### src/rtl/uart_autobaud_pkg.sv
package uart_autobaud_pkg;
  localparam int OSR_LOG2 = 4;  // 16x oversampling
  localparam int MIN_Q    = 2;  // smallest quotient giving a non-zero divider

  typedef enum logic [1:0] {
    ST_OFF,
    ST_ARM,
    ST_READY,
    ST_MEAS
  } ab_state_e;
endpackage

### src/rtl/ab_counter.sv
module ab_counter #(
  parameter int CNT_W = 16
) (
  input  logic             clk_i,
  input  logic             rst_ni,
  input  logic             start_i,
  input  logic             inc_i,
  output logic [CNT_W-1:0] cnt_o,
  output logic             sat_o
);
  logic [CNT_W-1:0] cnt_q;

  assign sat_o = &cnt_q;
  assign cnt_o = cnt_q;

  always_ff @(posedge clk_i or negedge rst_ni) begin
    if (!rst_ni)               cnt_q <= '0;
    else if (start_i)          cnt_q <= CNT_W'(1);
    else if (inc_i && !sat_o)  cnt_q <= cnt_q + CNT_W'(1);
  end
endmodule

### src/rtl/ab_div_calc.sv
module ab_div_calc
  import uart_autobaud_pkg::*;
#(
  parameter int CNT_W = 16,
  localparam int DIV_W = CNT_W - OSR_LOG2
) (
  input  logic [CNT_W-1:0] cnt_i,
  output logic [DIV_W-1:0] div_o,
  output logic             bad_o
);
  logic [CNT_W-1:0] quot;

  always_comb begin
    quot  = cnt_i >> OSR_LOG2;
    bad_o = quot < CNT_W'(MIN_Q);
    div_o = DIV_W'(quot - CNT_W'(1));
  end
endmodule

### src/rtl/ab_ctrl.sv
module ab_ctrl
  import uart_autobaud_pkg::*;
#(
  parameter int DIV_W = 12
) (
  input  logic             clk_i,
  input  logic             rst_ni,
  input  logic             uart_en_i,
  input  logic             rx_idle_i,
  input  logic             rxd_i,
  input  logic             wr_en_i,
  input  logic             wr_data_i,
  input  logic             sat_i,
  input  logic             bad_i,
  input  logic [DIV_W-1:0] div_calc_i,
  output logic             ab_en_o,
  output logic             start_o,
  output logic             inc_o,
  output logic [DIV_W-1:0] div_o,
  output logic             div_we_o,
  output logic             err_o
);
  ab_state_e  state_q;
  logic       en_q, we_q, err_q;
  logic [DIV_W-1:0] div_q;
  logic       sw_clr, sw_set;

  assign sw_clr  = wr_en_i && !wr_data_i && rx_idle_i && en_q;
  assign sw_set  = wr_en_i &&  wr_data_i && rx_idle_i && uart_en_i && !en_q;
  assign start_o = uart_en_i && en_q && !sw_clr && (state_q == ST_READY) && !rxd_i;
  assign inc_o   = (state_q == ST_MEAS) && !rxd_i;

  always_ff @(posedge clk_i or negedge rst_ni) begin
    if (!rst_ni) begin
      state_q <= ST_OFF;
      en_q    <= 1'b0;
      we_q    <= 1'b0;
      err_q   <= 1'b0;
      div_q   <= '0;
    end else begin
      we_q  <= 1'b0;
      err_q <= 1'b0;
      if (!uart_en_i || sw_clr) begin
        en_q    <= 1'b0;
        state_q <= ST_OFF;
      end else if (sw_set) begin
        en_q    <= 1'b1;
        state_q <= ST_ARM;
      end else if (en_q) begin
        unique case (state_q)
          ST_ARM:   if (rxd_i)  state_q <= ST_READY;
          ST_READY: if (!rxd_i) state_q <= ST_MEAS;
          ST_MEAS: begin
            if (rxd_i) begin
              if (bad_i) err_q <= 1'b1;
              else begin
                div_q <= div_calc_i;
                we_q  <= 1'b1;
              end
              en_q    <= 1'b0;
              state_q <= ST_OFF;
            end else if (sat_i) begin
              err_q   <= 1'b1;
              en_q    <= 1'b0;
              state_q <= ST_OFF;
            end
          end
          default: state_q <= ST_OFF;
        endcase
      end
    end
  end

  assign ab_en_o  = en_q;
  assign div_o    = div_q;
  assign div_we_o = we_q;
  assign err_o    = err_q;
endmodule

### src/rtl/uart_autobaud.sv
module uart_autobaud
  import uart_autobaud_pkg::*;
#(
  parameter int CNT_W = 16,
  localparam int DIV_W = CNT_W - OSR_LOG2
) (
  input  logic             clk_i,
  input  logic             rst_ni,
  input  logic             uart_en_i,
  input  logic             rx_idle_i,
  input  logic             rxd_i,
  input  logic             wr_en_i,
  input  logic             wr_data_i,
  input  logic             rx_valid_i,
  output logic             ab_en_o,
  output logic [DIV_W-1:0] div_o,
  output logic             div_we_o,
  output logic             ab_err_o,
  output logic             rx_valid_o
);
  logic [CNT_W-1:0] cnt;
  logic             sat, bad, start, inc;
  logic [DIV_W-1:0] div_calc;

  ab_counter #(.CNT_W(CNT_W)) u_cnt (
    .clk_i  (clk_i),
    .rst_ni (rst_ni),
    .start_i(start),
    .inc_i  (inc),
    .cnt_o  (cnt),
    .sat_o  (sat)
  );

  ab_div_calc #(.CNT_W(CNT_W)) u_calc (
    .cnt_i(cnt),
    .div_o(div_calc),
    .bad_o(bad)
  );

  ab_ctrl #(.DIV_W(DIV_W)) u_ctrl (
    .clk_i     (clk_i),
    .rst_ni    (rst_ni),
    .uart_en_i (uart_en_i),
    .rx_idle_i (rx_idle_i),
    .rxd_i     (rxd_i),
    .wr_en_i   (wr_en_i),
    .wr_data_i (wr_data_i),
    .sat_i     (sat),
    .bad_i     (bad),
    .div_calc_i(div_calc),
    .ab_en_o   (ab_en_o),
    .start_o   (start),
    .inc_o     (inc),
    .div_o     (div_o),
    .div_we_o  (div_we_o),
    .err_o     (ab_err_o)
  );

  // characters used for timing are not passed on
  assign rx_valid_o = rx_valid_i && !ab_en_o;
endmodule

### config.mk
export PLATFORM = sky130hd
export DESIGN_NAME = uart_autobaud
export DESIGN_NICKNAME = d
export VERILOG_FILES = /design/src/rtl/uart_autobaud_pkg.sv /design/src/rtl/ab_counter.sv /design/src/rtl/ab_div_calc.sv /design/src/rtl/ab_ctrl.sv /design/src/rtl/uart_autobaud.sv
export SDC_FILE = /design/constraint.sdc
export NUM_CORES = 1
export LEC_CHECK = 0
export BUFFER_PORTS_ARGS = -buffer_cell sky130_fd_sc_hd__clkbuf_2
export CORE_MARGIN = 5
export CORE_UTILIZATION = 44
export DETAILED_ROUTE_END_ITERATION = 12
export PLACE_DENSITY = 0.62
export SLEW_MARGIN = 20
export SYNTH_ARGS = -nofsm -noshare
export SYNTH_HDL_FRONTEND = slang
export SYNTH_SLANG_ARGS = --single-unit
### constraint.sdc
create_clock -name clk_i -period 2.8 [get_ports clk_i]
set_clock_uncertainty 0.2 [all_clocks]
set_input_delay 0.28 -clock clk_i [delete_from_list [all_inputs] [get_ports clk_i]]
set_output_delay 0.28 -clock clk_i [all_outputs]
set_load 0.02 [all_outputs]
== After elaboration in Yosys (flattened, before gate mapping) ==
Cells that the tools add are included.

* Register bits after elaboration: 33
* Bits of input ports: 8
* Output and inout bits: 16
* Logic and storage cells: 73

* $add $sub $neg: 2
* $lt $le $gt $ge: 1
* Eq/ne operators: 6
* Mux-type cells: 29
* Bitwise operators: 3
* Reductions and logical operators: 26

{| class="wikitable"
|+ Operators with widths
! cell !! count
|-
| $mux W16 || 2
|-
| $mux W1 || 19
|-
| $add A16 B1 Y16 const B || 1
|-
| $reduce_and A16 Y1 || 1
|-
| $logic_and A1 B1 Y1 || 14
|-
| $mux W2 || 7
|-
| $lt A12 B2 Y1 const B || 1
|-
| $sub A12 B1 Y12 const B || 1
|-
| $logic_not A1 Y1 || 6
|-
| $pmux W2 S3 || 1
|-
| $reduce_and A6 Y1 || 1
|-
| $ne A5 B4 Y1 const B || 1
|-
| $eq A2 B2 Y1 const B || 2
|-
| $ne A4 B2 Y1 const B || 1
|-
| $ne A4 B3 Y1 const B || 1
|-
| $reduce_and A4 Y1 || 1
|-
| $not A1 Y1 || 3
|-
| $reduce_bool A3 Y1 || 1
|-
| $eq A2 B1 Y1 const B || 1
|-
| $reduce_bool A2 Y1 || 1
|-
| $logic_or A1 B1 Y1 || 1
|}

== Depth between registers and ports, before layout ==
* Word-level depth: 9
* Gate-level depth with buffers: 7
* Gate-level depth less buffers: 6

== Hierarchy ==
A second synthesis with hierarchy kept.

* Cell total of the unflattened synthesis: 184
* Area, all modules: 2,010.7 um2

{| class="wikitable"
|+ By module, submodules not included
! module !! times used !! cells an instance !! area each (um2) !! sequential area each (um2)
|-
| ab_counter || 1 || 88 || 910.9 || 400.4
|-
| ab_ctrl || 1 || 66 || 860.8 || 425.4
|-
| ab_div_calc || 1 || 29 || 225.2 || 0.0
|-
| uart_autobaud || 1 || 1 || 13.8 || 0.0
|}

== Least setup slack after synthesis ==
Ideal clock, no wire load.

* Path type: register to register
* From: register u_cnt.cnt_q[0], in the netlist u_cnt.cnt_o[0]
* To: register u_ctrl.state_q[1]
* Library setup time: 79 ps
* Data arrival time: 1,732 ps
* Setup slack: 789 ps
* Cell stages (with the launch flop): 6
* Buffers on the path: 0
* Clock period less this slack: 2,011 ps
* Cell sequence: dfrtp_1 ha_1 nand4_1 or4_4 a21oi_1 mux2i_1

* Word-level cells in the longest chain between the ends: 3

{| class="wikitable"
|+ Ends and longest elaborated chain
! what !! RTL line !! text
|-
| start: declaration || ab_counter.sv:11 || <nowiki>logic [CNT_W-1:0] cnt_q;</nowiki>
|-
| start signal: assignment || ab_counter.sv:19 || <nowiki>else if (inc_i && !sat_o) cnt_q <= cnt_q + CNT_W'(1);</nowiki>
|-
| $reduce_and A16 Y1 || ab_counter.sv:13 || <nowiki>assign sat_o = &cnt_q;</nowiki>
|-
| $ne A5 B4 Y1 (no line) || - ||
|-
| $reduce_and A4 Y1 (no line) || - ||
|-
| end signal: assignment || ab_ctrl.sv:35 || <nowiki>state_q <= ST_OFF;</nowiki>
|-
| end signal: assignment || ab_ctrl.sv:45 || <nowiki>state_q <= ST_OFF;</nowiki>
|-
| end signal: assignment || ab_ctrl.sv:48 || <nowiki>state_q <= ST_ARM;</nowiki>
|-
| end: declaration || ab_ctrl.sv:23 || <nowiki>ab_state_e state_q;</nowiki>
|}

Every way passes these cells.
A chain may end at the register's enable or synchronous reset.

== Final worst setup path ==
* From: register u_cnt.cnt_q[6], in the netlist u_cnt.cnt_o[6]
* To: register u_ctrl.div_q[2], in the netlist u_ctrl.div_o[2]

* Word-level cells in the longest chain between the ends: 3
* Elaborated cells on any way between the ends: 4
* Those cells by class: add/sub: 1; order compare: 1; bitwise: 1; reduce/logical: 1

{| class="wikitable"
|+ Ends and longest elaborated chain
! what !! RTL line !! text
|-
| $lt A12 B2 Y1 || ab_div_calc.sv:15 || <nowiki>bad_o = quot < CNT_W'(MIN_Q);</nowiki>
|-
| $not A1 Y1 (no line) || - ||
|-
| $reduce_and A6 Y1 (no line) || - ||
|-
| end signal: assignment || ab_ctrl.sv:57 || <nowiki>div_q <= div_calc_i;</nowiki>
|-
| end: declaration || ab_ctrl.sv:25 || <nowiki>logic [DIV_W-1:0] div_q;</nowiki>
|}

Several ways; a longest one is shown, not always the timed one.

==> qor.yml <==
dr_total_vias: 1618
routed_via_density: 5.80
tightest_slew_ps: 809
cts_made_buffers: 5
synth_common_cells: "dfrtp_1, a21oi_1, nand2_1, nand3_1"
fin_ws_ps: 487
rsz0062_at_grt: "false"
drv_slew: 0
clockPowerShare: 0.401
period_minus_slack_ps: 2310
final_util: 0.515
worstSetupStartpointType: "register"
area_growth_pct: 11.7
maxCapViolCount: 0
arrival_ps: 2290
finalSetupViolCount: 0
dieWidth_microns: 78.0
crit_type: "register to register"
synth_top_area_cell: "dfrtp_1"
clk_pin_slew_worst_paths_ps: 70
ys.flop_type: "dfrtp_1"
drt_iter0_markers: 112
whs_endpoint: "u_cnt.cnt_o[0]$_DFFE_PN0P_"
fin_crit_sh: 0.826
die_area_sq_um: 6090
wl_per_cell_microns: 15.7
outcome: "finished, final reports clean"
h-tree-depth: 2
yosysTopAreaCellShare: 0.406
synthTopCellsByArea: "dfrtp_1, mux2_4, a21oi_1, ha_1, o31ai_1"
dpl_cell_area_sq_um: 2180
power.density_nw_per_um2: 378
synth_most_common_cell: "dfrtp_1"
io_buffers: 23
switching_power_uw: 199
synth_area_sq_um: 2040
cp_max_fo: 13
leakage_nw: 1.04
rr_endpoint: "u_ctrl.div_o[2]$_DFFE_PN0P_"
grt_pass1_wl_microns: 7380
timing.critical_path.from: "u_cnt.cnt_o[6]$_DFFE_PN0P_"
fin_nets: 240
dp_slack_ps: 220
r2r_setup_slack_ps: 490
r2r_start: "u_cnt.cnt_o[6]$_DFFE_PN0P_"
clkLatencyLatePin_ps: 290
comb_power_share: 0.040
critPathRequiredTime_ps: 2780
hp-class: "input pin to register"
fin_area_sq_um: 2270
grt_max_degree: 34
wl_microns: 4390
track_usage: 0.150
synth_edf_count: 0
antenna_found_initial: 0
hold_violations: 0
drive_gt1_frac: 0.229
ys_seq_elements: 33
io_pins: 24
cts_sinks: 33
overflow: 0
internal-power_uw: 662
coreArea_sq_um: 4410
clock.fmax_mhz: 432
async_flop_share: 1.00
clockBufferDepth: 2
switching_share: 0.231
start_util: 0.461
gp_congestion: 0.774
relSlewSlack: 0.460
first_pass_iters: 4
avgSynthCellArea_sq_um: 10.1
setup-tns-final_ps: 0
grt_pass1_vias: 1574
synth_cells: 202
ys_warn_count: 0
ir_drop_v: 0.000272
placementRows: 24
end_kind: "register"
seq_power_share: 0.560
synth_cell_type_count: 39
ctsResizeCount: 0
ant_nets: 0
n_antenna_cell: 0
ys_seq_area_frac: 0.406
drc_errors: 0
synthesis.nets: 216
die_h_microns: 78.0
cts_tree: "yes"
hold_path.startpoint: "uart_en_i"
worstRegToRegCells: 4
holdPathStages: 3
root_buffer: "clkbuf_8"
dp_hpwl_microns: 3150
-- sequential cells by signal (all words and copies together), names as in the netlist --
signal and cells:
u_ctrl.div_we_o 1, u_ctrl.err_o 1, u_ctrl.ab_en_o 1, u_cnt.cnt_o 16, u_ctrl.state_q 2, u_ctrl.div_o 12
-- worst max-delay path by stage --
stage               slack [ps]                       endpoint  cells past startpoint
floorplan                  790  u_ctrl.state_q[1]$_DFFE_PN0P_                      5
CTS                        200    u_ctrl.div_o[2]$_DFFE_PN0P_                      4
global placement           280    u_ctrl.div_o[2]$_DFFE_PN0P_                      4
detailed placement         220    u_ctrl.div_o[2]$_DFFE_PN0P_                      4
global route               370    u_ctrl.div_o[4]$_DFFE_PN0P_                      4
finish                     490    u_ctrl.div_o[2]$_DFFE_PN0P_                      4
-- timing repair --
action	CTS	global route
hold endpoints to repair	33	0
buffers inserted	0	0
hold buffers	1	0
-- stage by stage --
stage | power (mW) | std cells | hold WS (ps)
final | 0.861 | 279 | 109
after global routing | 0.904 | 279 | 125
after CTS | 0.878 | 279 | 109
after detailed placement | 0.525 | 270 | 227
after global placement | 0.524 | 270 | 213
after floorplan | 0.503 | 202 | -216
-- per-layer routing --
layer,vias up,share of wire,track usage
met2,39,0.47,0.242
met5,-,0,0
li1,799,-,-
met4,0,0.018,0.0608
met3,8,0.044,0.0309
met1,772,0.46,0.196
-- area by class of cell --
class                           instances  area [sq um]
Timing Repair Buffer                   31           178
Clock buffer                            6          72.6
Clock inverter                          2          10.0
Sequential cell                        33           826
Tap cell                               52          65.1
Multi-Input combinational cell        146          1090
Inverter                                9          33.8
Fill cell                             418          2140
-- worst max-delay path: stages (launching register included) --
cell     delay, ps
dfrtp_1        550
nor4_4         120
and4b_1        250
nor3b_4        660
mux2_2         410
-- kinds of logic (layout without fill, tap and decap cells) --
group / count (synthesis) / count (layout) / synth area share
AND/OR/NAND/NOR: 78 / 78 / 0.250
AO/OA/AOI/OAI: 38 / 38 / 0.112
flip-flops: 33 / 33 / 0.406
buffers and inverters: 23 / 48 / 0.0621
multiplexers: 14 / 14 / 0.0904
XOR/XNOR: 10 / 10 / 0.0430
adder cells (fa/ha/maj): 6 / 6 / 0.0369
-- cell usage in the layout, fill, tap and decap left out, types with 5 or more instances in the layout --
cell type	n
clkbuf_8	5
nor2_1	6
nand3_1	11
dfrtp_1	33
or4_1	8
ha_1	6
or3_1	7
buf_4	7
nand4_1	10
a21oi_1	16
mux2_4	8
o21ai_0	7
nand2_1	11
o31ai_1	10
xnor2_1	8
clkbuf_2	23
inv_1	9
-- power by group through the flow --
| stage | clock network (mW) | registers, mW | logic [mW] |
|---|---|---|---|
| 2_1_floorplan | 0 | 0.491 | 0.0128 |
| 3_3_place_gp | 0 | 0.490 | 0.0332 |
| 3_5_place_dp | 0 | 0.491 | 0.0340 |
| 4_1_cts | 0.361 | 0.481 | 0.0352 |
| 5_1_grt | 0.383 | 0.482 | 0.0387 |
| 6_report | 0.345 | 0.482 | 0.0342 |
Power figures use the tool's default switching activity.
